`src/rtl/qb_pkg.sv`:
```
package qb_pkg;
  typedef enum logic [3:0] {
    QB_SEQ = 4'd0,
    QB_GT  = 4'd1,
    QB_GE  = 4'd2,
    QB_LT  = 4'd3,
    QB_LE  = 4'd4,
    QB_EQ  = 4'd5,
    QB_NE  = 4'd6,
    QB_BRA = 4'd7,
    QB_BBS = 4'd8,
    QB_BBC = 4'd9,
    QB_JMP = 4'd10,
    QB_JAL = 4'd11
  } qb_op_e;

  typedef enum logic [1:0] {
    SEL_SEQ = 2'd0,
    SEL_REL = 2'd1,
    SEL_ABS = 2'd2
  } qb_sel_e;
endpackage

```
`src/rtl/qb_operand_sel.sv`:
```
module qb_operand_sel #(
  parameter int DATA_W  = 32,
  parameter int PC_W    = 16,
  parameter int IMM8_W  = 8,
  parameter int IMM16_W = 16
) (
  input  logic               use_imm_i,
  input  logic [IMM8_W-1:0]  imm8_i,
  input  logic [IMM16_W-1:0] imm16_i,
  input  logic [DATA_W-1:0]  rs2_i,
  output logic [DATA_W-1:0]  op2_o,
  output logic [PC_W-1:0]    jmp_tgt_o
);
  localparam int PAD8 = DATA_W - IMM8_W;

  logic [DATA_W-1:0] imm8_ext;
  logic [PC_W-1:0]   imm16_ext;
  logic [PC_W-1:0]   reg_tgt;

  assign imm8_ext  = {{PAD8{1'b0}}, imm8_i};
  assign reg_tgt   = rs2_i[PC_W-1:0];

  generate
    if (PC_W > IMM16_W) begin : g_pad16
      assign imm16_ext = {{(PC_W-IMM16_W){1'b0}}, imm16_i};
    end else begin : g_trunc16
      assign imm16_ext = imm16_i[PC_W-1:0];
    end
  endgenerate

  always_comb begin
    op2_o     = use_imm_i ? imm8_ext  : rs2_i;
    jmp_tgt_o = use_imm_i ? imm16_ext : reg_tgt;
  end
endmodule

```
`src/rtl/qb_cond_eval.sv`:
```
module qb_cond_eval
  import qb_pkg::*;
#(
  parameter int DATA_W = 32
) (
  input  qb_op_e            op_i,
  input  logic [DATA_W-1:0] rs1_i,
  input  logic [DATA_W-1:0] op2_i,
  output qb_sel_e           sel_o
);
  localparam int IDX_W = $clog2(DATA_W);

  logic [IDX_W-1:0] bit_idx;
  logic             bit_val;
  logic             op2_gt, op2_eq;
  logic             take;

  assign bit_idx = op2_i[IDX_W-1:0];
  assign bit_val = rs1_i[bit_idx];
  // operand order is op2 against rs1
  assign op2_gt  = op2_i > rs1_i;
  assign op2_eq  = op2_i == rs1_i;

  always_comb begin
    take  = 1'b0;
    sel_o = SEL_SEQ;
    unique case (op_i)
      QB_GT:   take = op2_gt;
      QB_GE:   take = op2_gt | op2_eq;
      QB_LT:   take = ~op2_gt & ~op2_eq;
      QB_LE:   take = ~op2_gt;
      QB_EQ:   take = op2_eq;
      QB_NE:   take = ~op2_eq;
      QB_BRA:  take = 1'b1;
      QB_BBS:  take = bit_val;
      QB_BBC:  take = ~bit_val;
      default: take = 1'b0;
    endcase
    if (op_i == QB_JMP || op_i == QB_JAL) sel_o = SEL_ABS;
    else if (take)                         sel_o = SEL_REL;
  end
endmodule

```
`src/rtl/qb_pc_adder.sv`:
```
module qb_pc_adder #(
  parameter int PC_W  = 16,
  parameter int OFF_W = 10
) (
  input  logic [PC_W-1:0]  pc_i,
  input  logic [OFF_W-1:0] off_i,
  output logic [PC_W-1:0]  seq_o,
  output logic [PC_W-1:0]  rel_o,
  output logic [PC_W-1:0]  off_ext_o
);
  generate
    if (PC_W > OFF_W) begin : g_sext
      assign off_ext_o = {{(PC_W-OFF_W){off_i[OFF_W-1]}}, off_i};
    end else begin : g_trunc
      assign off_ext_o = off_i[PC_W-1:0];
    end
  endgenerate

  assign seq_o = pc_i + PC_W'(1);
  assign rel_o = pc_i + off_ext_o;
endmodule

```
`src/rtl/qb_next_pc.sv`:
```
module qb_next_pc
  import qb_pkg::*;
#(
  parameter int PC_W    = 16,
  parameter int DATA_W  = 32,
  parameter int IMM8_W  = 8,
  parameter int IMM16_W = 16,
  parameter int OFF_W   = 10
) (
  input  logic               clk_i,
  input  logic               rst_ni,
  input  logic [3:0]         op_i,
  input  logic [PC_W-1:0]    pc_i,
  input  logic [DATA_W-1:0]  rs1_i,
  input  logic [DATA_W-1:0]  rs2_i,
  input  logic [IMM8_W-1:0]  imm8_i,
  input  logic [IMM16_W-1:0] imm16_i,
  input  logic               use_imm_i,
  input  logic [OFF_W-1:0]   br_off_i,
  output logic [PC_W-1:0]    next_pc_o,
  output logic [DATA_W-1:0]  link_o,
  output logic               link_we_o
);
  localparam int LPAD = DATA_W - PC_W;

  qb_op_e            op;
  logic [DATA_W-1:0] op2;
  logic [PC_W-1:0]   jmp_tgt;
  logic [PC_W-1:0]   seq_pc, rel_pc, off_ext;
  qb_sel_e           sel;
  logic [PC_W-1:0]   npc_d;
  logic              is_jal;

  assign op     = qb_op_e'(op_i);
  assign is_jal = (op == QB_JAL);

  qb_operand_sel #(
    .DATA_W(DATA_W), .PC_W(PC_W), .IMM8_W(IMM8_W), .IMM16_W(IMM16_W)
  ) u_opsel (
    .use_imm_i(use_imm_i), .imm8_i(imm8_i), .imm16_i(imm16_i),
    .rs2_i(rs2_i), .op2_o(op2), .jmp_tgt_o(jmp_tgt)
  );

  qb_cond_eval #(.DATA_W(DATA_W)) u_cond (
    .op_i(op), .rs1_i(rs1_i), .op2_i(op2), .sel_o(sel)
  );

  qb_pc_adder #(.PC_W(PC_W), .OFF_W(OFF_W)) u_add (
    .pc_i(pc_i), .off_i(br_off_i),
    .seq_o(seq_pc), .rel_o(rel_pc), .off_ext_o(off_ext)
  );

  always_comb begin
    unique case (sel)
      SEL_REL: npc_d = rel_pc;
      SEL_ABS: npc_d = jmp_tgt;
      default: npc_d = seq_pc;
    endcase
  end

  always_ff @(posedge clk_i or negedge rst_ni) begin
    if (!rst_ni) begin
      next_pc_o <= '0;
      link_o    <= '0;
      link_we_o <= 1'b0;
    end else begin
      next_pc_o <= npc_d;
      link_o    <= is_jal ? {{LPAD{1'b0}}, seq_pc} : '0;
      link_we_o <= is_jal;
    end
  end

  // one edge out of reset before $past refers to live inputs
  logic seen_q;
  always_ff @(posedge clk_i or negedge rst_ni) begin
    if (!rst_ni) seen_q <= 1'b0;
    else         seen_q <= 1'b1;
  end

  p_reset_quiet_r1: assert property (@(posedge clk_i)
    !rst_ni |-> (next_pc_o == '0 && link_we_o == 1'b0 && link_o == '0));

  p_rel_two_way_r4: assert property (@(posedge clk_i) disable iff (!rst_ni)
    seen_q && $past(op_i) >= 4'd1 && $past(op_i) <= 4'd9 |->
      (next_pc_o == $past(pc_i) + PC_W'(1)) ||
      (next_pc_o == $past(pc_i) + $past(off_ext)));

  p_bra_always_r5: assert property (@(posedge clk_i) disable iff (!rst_ni)
    seen_q && $past(op_i) == 4'd7 |-> next_pc_o == $past(pc_i) + $past(off_ext));

  p_jump_target_r7: assert property (@(posedge clk_i) disable iff (!rst_ni)
    seen_q && ($past(op_i) == 4'd10 || $past(op_i) == 4'd11) |->
      next_pc_o == $past(jmp_tgt));

  p_link_strobe_r8: assert property (@(posedge clk_i) disable iff (!rst_ni)
    seen_q |-> (link_we_o == ($past(op_i) == 4'd11)));

  p_link_value_r8: assert property (@(posedge clk_i) disable iff (!rst_ni)
    link_we_o |-> link_o[PC_W-1:0] == $past(pc_i) + PC_W'(1));

  p_plain_step_r9: assert property (@(posedge clk_i) disable iff (!rst_ni)
    seen_q && ($past(op_i) == 4'd0 || $past(op_i) >= 4'd12) |->
      (next_pc_o == $past(pc_i) + PC_W'(1) && !link_we_o));
endmodule

```
`config.mk`:
```
export PLATFORM = sky130hd
export DESIGN_NAME = qb_next_pc
export DESIGN_NICKNAME = d
export VERILOG_FILES = /design/src/rtl/qb_pkg.sv /design/src/rtl/qb_operand_sel.sv /design/src/rtl/qb_cond_eval.sv /design/src/rtl/qb_pc_adder.sv /design/src/rtl/qb_next_pc.sv
export SDC_FILE = /design/constraint.sdc
export NUM_CORES = 1
export LEC_CHECK = 0
export ABC_AREA = 1
export BUFFER_PORTS_ARGS = -buffer_cell sky130_fd_sc_hd__buf_2
export CAP_MARGIN = 25
export CORE_MARGIN = 5
export CORE_UTILIZATION = 35
export CTS_BUF_LIST = sky130_fd_sc_hd__clkbuf_2
export DETAILED_ROUTE_END_ITERATION = 12
export SYNTH_ARGS = -nofsm -noshare
export SYNTH_HDL_FRONTEND = slang
export SYNTH_SLANG_ARGS = --single-unit
```
`constraint.sdc`:
```
create_clock -name clk_i -period 0.8 [get_ports clk_i]
set_input_delay 0.12 -clock clk_i [delete_from_list [all_inputs] [get_ports clk_i]]
set_output_delay 0.12 -clock clk_i [all_outputs]
set_load 0.005 [all_outputs]
```
==> run_results.csv, run 1 <==
group,metric,value,unit
grt,grt_pass1_wl,26630,um
sta,fin_ws,-1.217,ns
layout,final_common_cell,"buf_2",
grt,antenna_found_initial,0,
grt,grt_max_degree,29,
floorplanning,core_area,0.01152,sq mm
setup_path,crit_type,"in2reg",
flow_run,cap_violations,0,
synth,synth_cell_types,36,
synth,yosys_warnings,0,
status,outcome,"finished, violations left",
synth,netlist.area_leader.share,19.90,%
synth,postSynthCellCount,648,
floorplanning,initial_utilization,36.04,%
power_and_ir_drop,p_sw_share,38.90,%
synth,yosys.area.top_type,"dfrtp_1",
power_and_ir_drop,combPwrFrac,56.0,%
min_path,min_path_cells,5,
layout,regArea,825.8,sq um
synth,synthesis.area,0.004150,sq mm
clock_network,clk_pin_slew,0.19,ns
setup_path,cp_max_fo,7,
power_and_ir_drop,ir_drop,0.0006953,V
floorplanning,ios,170,
power_and_ir_drop,p_switching,2.706,mW
power_and_ir_drop,clock_power_share,16.8,%
setup_path,cp_slowest_cell,"ha_4",
floorplanning,die_width,118.9,um
placement,portBuffers,153,
sta,fin_crit_sh,252.1,%
min_path,hold_path_class,"in2reg",
clock_network,clock_path_buffers,2,
power_and_ir_drop,pwr-share-seq,27.2,%
route,drt_wl_total,16930,um
sta,rsz0062_at_grt,"yes",
min_path,min_to,"link_o[2]",
power_and_ir_drop,powerDensity,966.7,mW/mm^2
clock_network,cts.sinks,33,
floorplanning,num_rows,39,
sta,fin_crit,2.017,ns
route,firstDrtPassIters,6,
floorplanning,die_area,0.01414,sq mm
sta,timing_hold_violations_final,0,
power_and_ir_drop,internal_power,4.250,mW
layout,final_layout_size_suffix_gt1_share,47.49,%
grt,grt_usage,22.65,%
placement,gp_congestion,0.9489,
clock_network,clk_root_buffer_cell,"clkbuf_2",
sta,setup_viol,59,
layout,num_antenna_cells,0,
clock_network,cts_buffers,5,
setup_path,critPathLaunchType,"primary input",
route,drtAntennaViolNets,0,
status,violations,"setup timing",
layout,most-common-layout-cells,"149 x buf_2, 136 x buf_4, 114 x nand2_1, 99 x inv_1, 53 x nand3_1",
synth,avgSynthCellArea,6.405,sq um
layout,nNetsFinal,1125,
placement,pre_cts_slack,-1.852,ns
synth,synth.area.top_cells,"dfrtp_1 20%, ha_1 14%, nand2_1 13%",
sta,setup_tns,-28.85,ns
route,drc,0,
layout,area_delta_synth_final,73.38,%
setup_path,required,1.07,ns
sta,slew_violations,0,
grt,grt-ovfl-total,0,
route,dr_total_vias,5388,
clock_network,cts_tree,"yes",
setup_path,arrival,2.29,ns
sta,fmax,0.4959,GHz
route,avgViaCountPerCell,4.903,
min_path,min-delay-start,"pc_i[2]",
clock_network,cts.htree.levels,2,
setup_path,slowest_delay,0.27,ns
setup_path,cp_common_cell,"nand2_2",
setup_path,end_kind,"flop",
grt,grt_pass1_vias,5609,
route,wl_per_cell,15.41,um
layout,utilization,62.48,%
power_and_ir_drop,power.leakage,4.030,nW
synth,yosysSeqAreaShare,19.90,%
route,drtIter0Drc,226,
layout,num-fill-cells,1038,
floorplanning,dieHeight,118.9,um
layout,multiInputGateArea,0.003460,sq mm
synth,ys_ff_latch,33,
placement,dp_hpwl,12970,um
setup_path,path_cells,"buf_16 > buf_12 > nor2_4 > ha_4 > nand4_1 > nor2_2 > nand2_2 > nor2_4 > nand2_2 > nand2_2 > nand2_2 > nand2_2 > nand2_2 > nand2_2 > nand3_4 > buf_12 > a21oi_4 > nand2_1",
per-layer routing:
layer / vias up / GRT usage (%) / share of wire, %
met5: - / 0 / 0
met4: 0 / 6.807 / 2.9
met3: 40 / 2.844 / 4.5
met2: 181 / 42.56 / 52
met1: 2487 / 26.78 / 40
li1: 2680 / - / -
worst max-delay path, delay by kind of cell:
kind | cells | cell delay, ns
buf+inv | 3 | 0.47
compound gates | 1 | 0.15
fa+ha+maj | 1 | 0.27
simple gates | 13 | 1.26
worst max-delay path by stage:
| stage | from | end | slack (ns) | depth (start not counted) |
|---|---|---|---|---|
| floorplan | use_imm_i | next_pc_o[2] | -1.41 | 16 |
| CTS | use_imm_i | next_pc_o[3] | -1.10 | 18 |
| detailed placement | use_imm_i | next_pc_o[13] | -1.85 | 15 |
| global placement | use_imm_i | next_pc_o[2] | -1.76 | 15 |
| finish | use_imm_i | next_pc_o[3] | -1.22 | 18 |
| global route | use_imm_i | next_pc_o[3] | -1.33 | 23 |
final cells by class:
class	instances	area share [%]
well taps	143	2.487
multi-input cells	488	48.08
inverters	111	5.999
clock buffers	5	0.3478
repair buffers	315	30.85
clock inverters	3	0.6434
flip-flops and latches	33	11.48
repair inverters	1	0.1217
cell usage after synthesis:
master,instances
dfrtp_1,33
nor2_1,67
nand3_2,2
nor2_4,1
buf_4,16
clkbuf_1,6
a21oi_2,10
a21boi_0,1
nand3b_1,2
nor2b_1,1
o21a_1,5
inv_1,109
nand4_1,26
a21oi_1,53
xor2_1,18
nand3_1,61
and3_1,1
ha_1,48
inv_2,2
nand2_4,2
buf_2,3
xnor2_1,5
nor4_1,1
a21o_1,1
nor3_1,6
fa_1,1
o21ai_0,10
o21bai_1,2
buf_6,3
buf_1,3
nand2_1,143
conb_1,1
nand2_2,2
a31o_2,1
a31oi_1,1
o211ai_1,1
stage by stage:
stage | hold WS (ns) | instances | power (mW) | cell area (sq um)
final | 0.09026 | 1099 | 6.956 | 7196
after global routing | 0.06734 | 1099 | 7.473 | 7196
after CTS | 0.07222 | 1097 | 6.788 | 6908
after detailed placement | -0.01012 | 1070 | 5.190 | 6146
after global placement | -0.01423 | 1070 | 5.125 | 6146
after floorplan | -0.1756 | 663 | 3.568 | 4323
power groups by stage:
| stage | sequential [mW] | clock [mW] | combinational [mW] |
|---|---|---|---|
| 2_1_floorplan | 1.92 | 0 | 1.65 |
| 3_3_place_gp | 1.93 | 0 | 3.19 |
| 3_5_place_dp | 1.93 | 0 | 3.26 |
| 4_1_cts | 1.90 | 1.19 | 3.70 |
| 5_1_grt | 1.91 | 1.28 | 4.29 |
| 6_report | 1.89 | 1.17 | 3.89 |
timing repair:
item | 4_1_cts | 5_1_grt
pin swaps | 32 | 39
resized for setup | 110 | 52
buffers inserted | 13 | 2
endpoints found under the setup margin | 60 | 60
cloned | 4 | 0
hold buffers | 2 | 0
endpoints found under the hold margin | 34 | 0
kinds of logic after synthesis:
logic type | count (synthesis) | synth area share [%]
adders and majority gates | 49 | 14.95
buffers and inverters | 142 | 14.92
other | 1 | 0.09036
xor gates and xnor gates | 23 | 4.854
AOI/OAI and AO/OA | 85 | 11.88
and+or+nand+nor | 315 | 33.40
DFF | 33 | 19.90
registers in the layout, summed over array words and instances (netlist names):
signal and flops:
next_pc_o 16, link_we_o 1, link_o 16
Power figures use the tool's default switching activity.
==> inputs of run 2 (changes only) <==
--- a/config.mk
+++ b/config.mk
@@ -12,6 +12,8 @@
 export CORE_UTILIZATION = 35
 export CTS_BUF_LIST = sky130_fd_sc_hd__clkbuf_2
 export DETAILED_ROUTE_END_ITERATION = 12
+export MAX_ROUTING_LAYER = met4
+export REMOVE_ABC_BUFFERS = 1
 export SYNTH_ARGS = -nofsm -noshare
 export SYNTH_HDL_FRONTEND = slang
 export SYNTH_SLANG_ARGS = --single-unit
==> run 2 against run 1 <==
The flow still finishes with violations (setup timing). Clock power shrank 31%. Routed wire length shrank 2.6%. Clock-buffer cell count grew 1. Fmax grew 1.9%. First-iteration DRC count grew 33%. Global-route usage grew 0.062 points. Largest cell class unchanged. Combinational power shrank 5%. Critical path depth shrank 1. Cell count shrank 0.91%. Sequential share of layout area grew 0.24 points. Die area is the same. Highest routed layer unchanged. Setup slack gained 0.038 ns.
==> run_results.csv, run 2 (synthesis gave the netlist of run 1 again) <==
group,metric,value,unit
layout,final_cell_area,0.007051,sq mm
power_and_ir_drop,powerDensity,909.9,mW/mm^2
sta,fin_crit_sh,247.4,%
layout,final_cells,1089,
placement,portBuffers,153,
min_path,hold_path_class,"in2reg",
power_and_ir_drop,p_sw_share,40.37,%
sta,timing_hold_violations_final,0,
sta,slew_violations,0,
sta,setup_viol,61,
floorplanning,ios,170,
floorplanning,core_area,0.01152,sq mm
sta,fmax,0.5053,GHz
route,drt_wl_total,16490,um
clock_network,cts.sinks,33,
setup_path,path_cells,"buf_16 > buf_12 > nand2_4 > nand2_1 > ha_1 > nand2_2 > nor2_4 > nand4_1 > nor2b_4 > buf_6 > nand2_4 > o21a_1 > nor2_2 > nand3_2 > buf_12 > a21oi_1 > nand2_1",
sta,relSlewSlack,66.11,%
layout,num_antenna_cells,0,
route,firstDrtPassIters,4,
clock_network,clock_path_buffers,2,
power_and_ir_drop,power.leakage,4.010,nW
clock_network,cts_tree,"yes",
layout,nNetsFinal,1116,
power_and_ir_drop,p_switching,2.590,mW
power_and_ir_drop,clock_power_share,12.6,%
route,dr_total_vias,5317,
sta,rsz0062_at_grt,"yes",
setup_path,cp_max_fo,16,
power_and_ir_drop,combPwrFrac,57.8,%
grt,grt-ovfl-total,0,
setup_path,arrival,2.29,ns
placement,dp_hpwl,12210,um
setup_path,slowest_delay,0.28,ns
placement,dp_cells,1055,
route,drc,0,
floorplanning,die_area,0.01414,sq mm
setup_path,crit_type,"in2reg",
sta,max_slew.worst_pin.slew,0.5031,ns
setup_path,cp_slowest_cell,"ha_1",
sta,fin_crit,1.979,ns
clock_network,clk_root_buffer_cell,"clkbuf_2",
layout,utilization,61.22,%
clock_network,clk_pin_slew,0.18,ns
sta,fin_ws,-1.179,ns
route,drtIter0Drc,300,
route,avgViaCountPerCell,4.882,
layout,num-fill-cells,1029,
status,violations,"setup timing",
floorplanning,die_width,118.9,um
grt,grt_pass1_wl,25950,um
power_and_ir_drop,internal_power,3.825,mW
placement,placed_area,0.005977,sq mm
power_and_ir_drop,ir_drop,0.0005461,V
status,outcome,"finished, violations left",
grt,grt_usage,22.71,%
floorplanning,dieHeight,118.9,um
setup_path,critPathLaunchType,"primary input",
layout,most-common-layout-cells,"150 x buf_2, 122 x buf_4, 110 x nand2_1, 100 x inv_1, 54 x nand3_1",
placement,gp_congestion,0.9402,
clock_network,cts_buffers,5,
setup_path,required,1.11,ns
layout,area_delta_synth_final,69.88,%
floorplanning,num_rows,39,
floorplanning,initial_utilization,36.04,%
sta,setup_tns,-30.97,ns
setup_path,end_kind,"flop",
layout,final_layout_size_suffix_gt1_share,45.77,%
route,drtAntennaViolNets,0,
grt,grt_pass1_vias,5489,
power_and_ir_drop,pwr-share-seq,29.6,%
route,wl_per_cell,15.14,um
layout,final_common_cell,"buf_2",
flow_run,cap_violations,0,
grt,antenna_found_initial,0,
layout,reg_top3,"link_o: 16 flops, next_pc_o: 16 flops, link_we_o: 1 flops",
clock_network,cts.htree.levels,2,
grt,grt_max_degree,34,
run 2: metal layers:
metal / vias to the layer above / GRT usage (%) / wire [um] / share of wire, %
met1: 2459 / 28.81 / 7075 / 43
met3: 27 / 2.654 / 803 / 4.9
met5: - / - / 0 / 0
met2: 174 / 38.90 / 8319 / 50
li1: 2657 / - / - / -
met4: 0 / 5.286 / 289 / 1.8
run 2: layout make-up:
cell class | instances | area (sq um) | area share [%]
repair inverters | 1 | 8.758 | 0.1242
repair buffers | 306 | 2163 | 30.68
clock buffers | 6 | 30.03 | 0.4259
well taps | 143 | 178.9 | 2.538
multi-input cells | 488 | 3402 | 48.25
clock inverters | 1 | 3.754 | 0.05324
flip-flops and latches | 33 | 825.8 | 11.71
inverters | 111 | 437.9 | 6.211
run 2: what timing repair did:
| action | CTS | global route |
|---|---|---|
| setup buffers | 21 | 9 |
| hold buffers | 1 | 0 |
| endpoints found under the setup margin | 65 | 65 |
| endpoints found under the hold margin | 33 | 0 |
| gates resized for setup | 140 | 42 |
| pin swaps | 50 | 34 |
| cloned | 5 | 1 |
run 2: metrics by stage:
stage	hold slack, ns	worst slack (ns)	power (mW)
after global routing	0.07378	-1.298	6.893
after CTS	0.05613	-1.136	6.313
final	0.06465	-1.179	6.415
after global placement	0.08576	-1.751	4.968
after floorplan	-0.1756	-1.440	3.403
after detailed placement	0.09436	-1.900	5.048
run 2: worst max-delay path: cells and delay by family:
family          cells  cell delay (ns)
simple gates       10             0.97
compound gates      2             0.32
fa+ha+maj           1             0.28
buf+inv             4             0.60
run 2: path summary, 6_finish.rpt:
check	startpoint	endpoint	slack, ns	cells after the start
max in group asynchronous	rst_ni	next_pc_o[5]	0.43	3
max	use_imm_i	next_pc_o[15]	-1.18	17
min	op_i[2]	link_we_o	0.06	4
min in group asynchronous	rst_ni	link_o[8]	0.18	3
run 2: power groups by stage:
stage	logic [mW]	clock network [mW]	registers [mW]
after floorplan	1.48	0	1.92
after global placement	3.04	0	1.93
after detailed placement	3.12	0	1.93
after CTS	3.60	0.814	1.90
after global routing	4.10	0.889	1.91
final	3.71	0.810	1.90
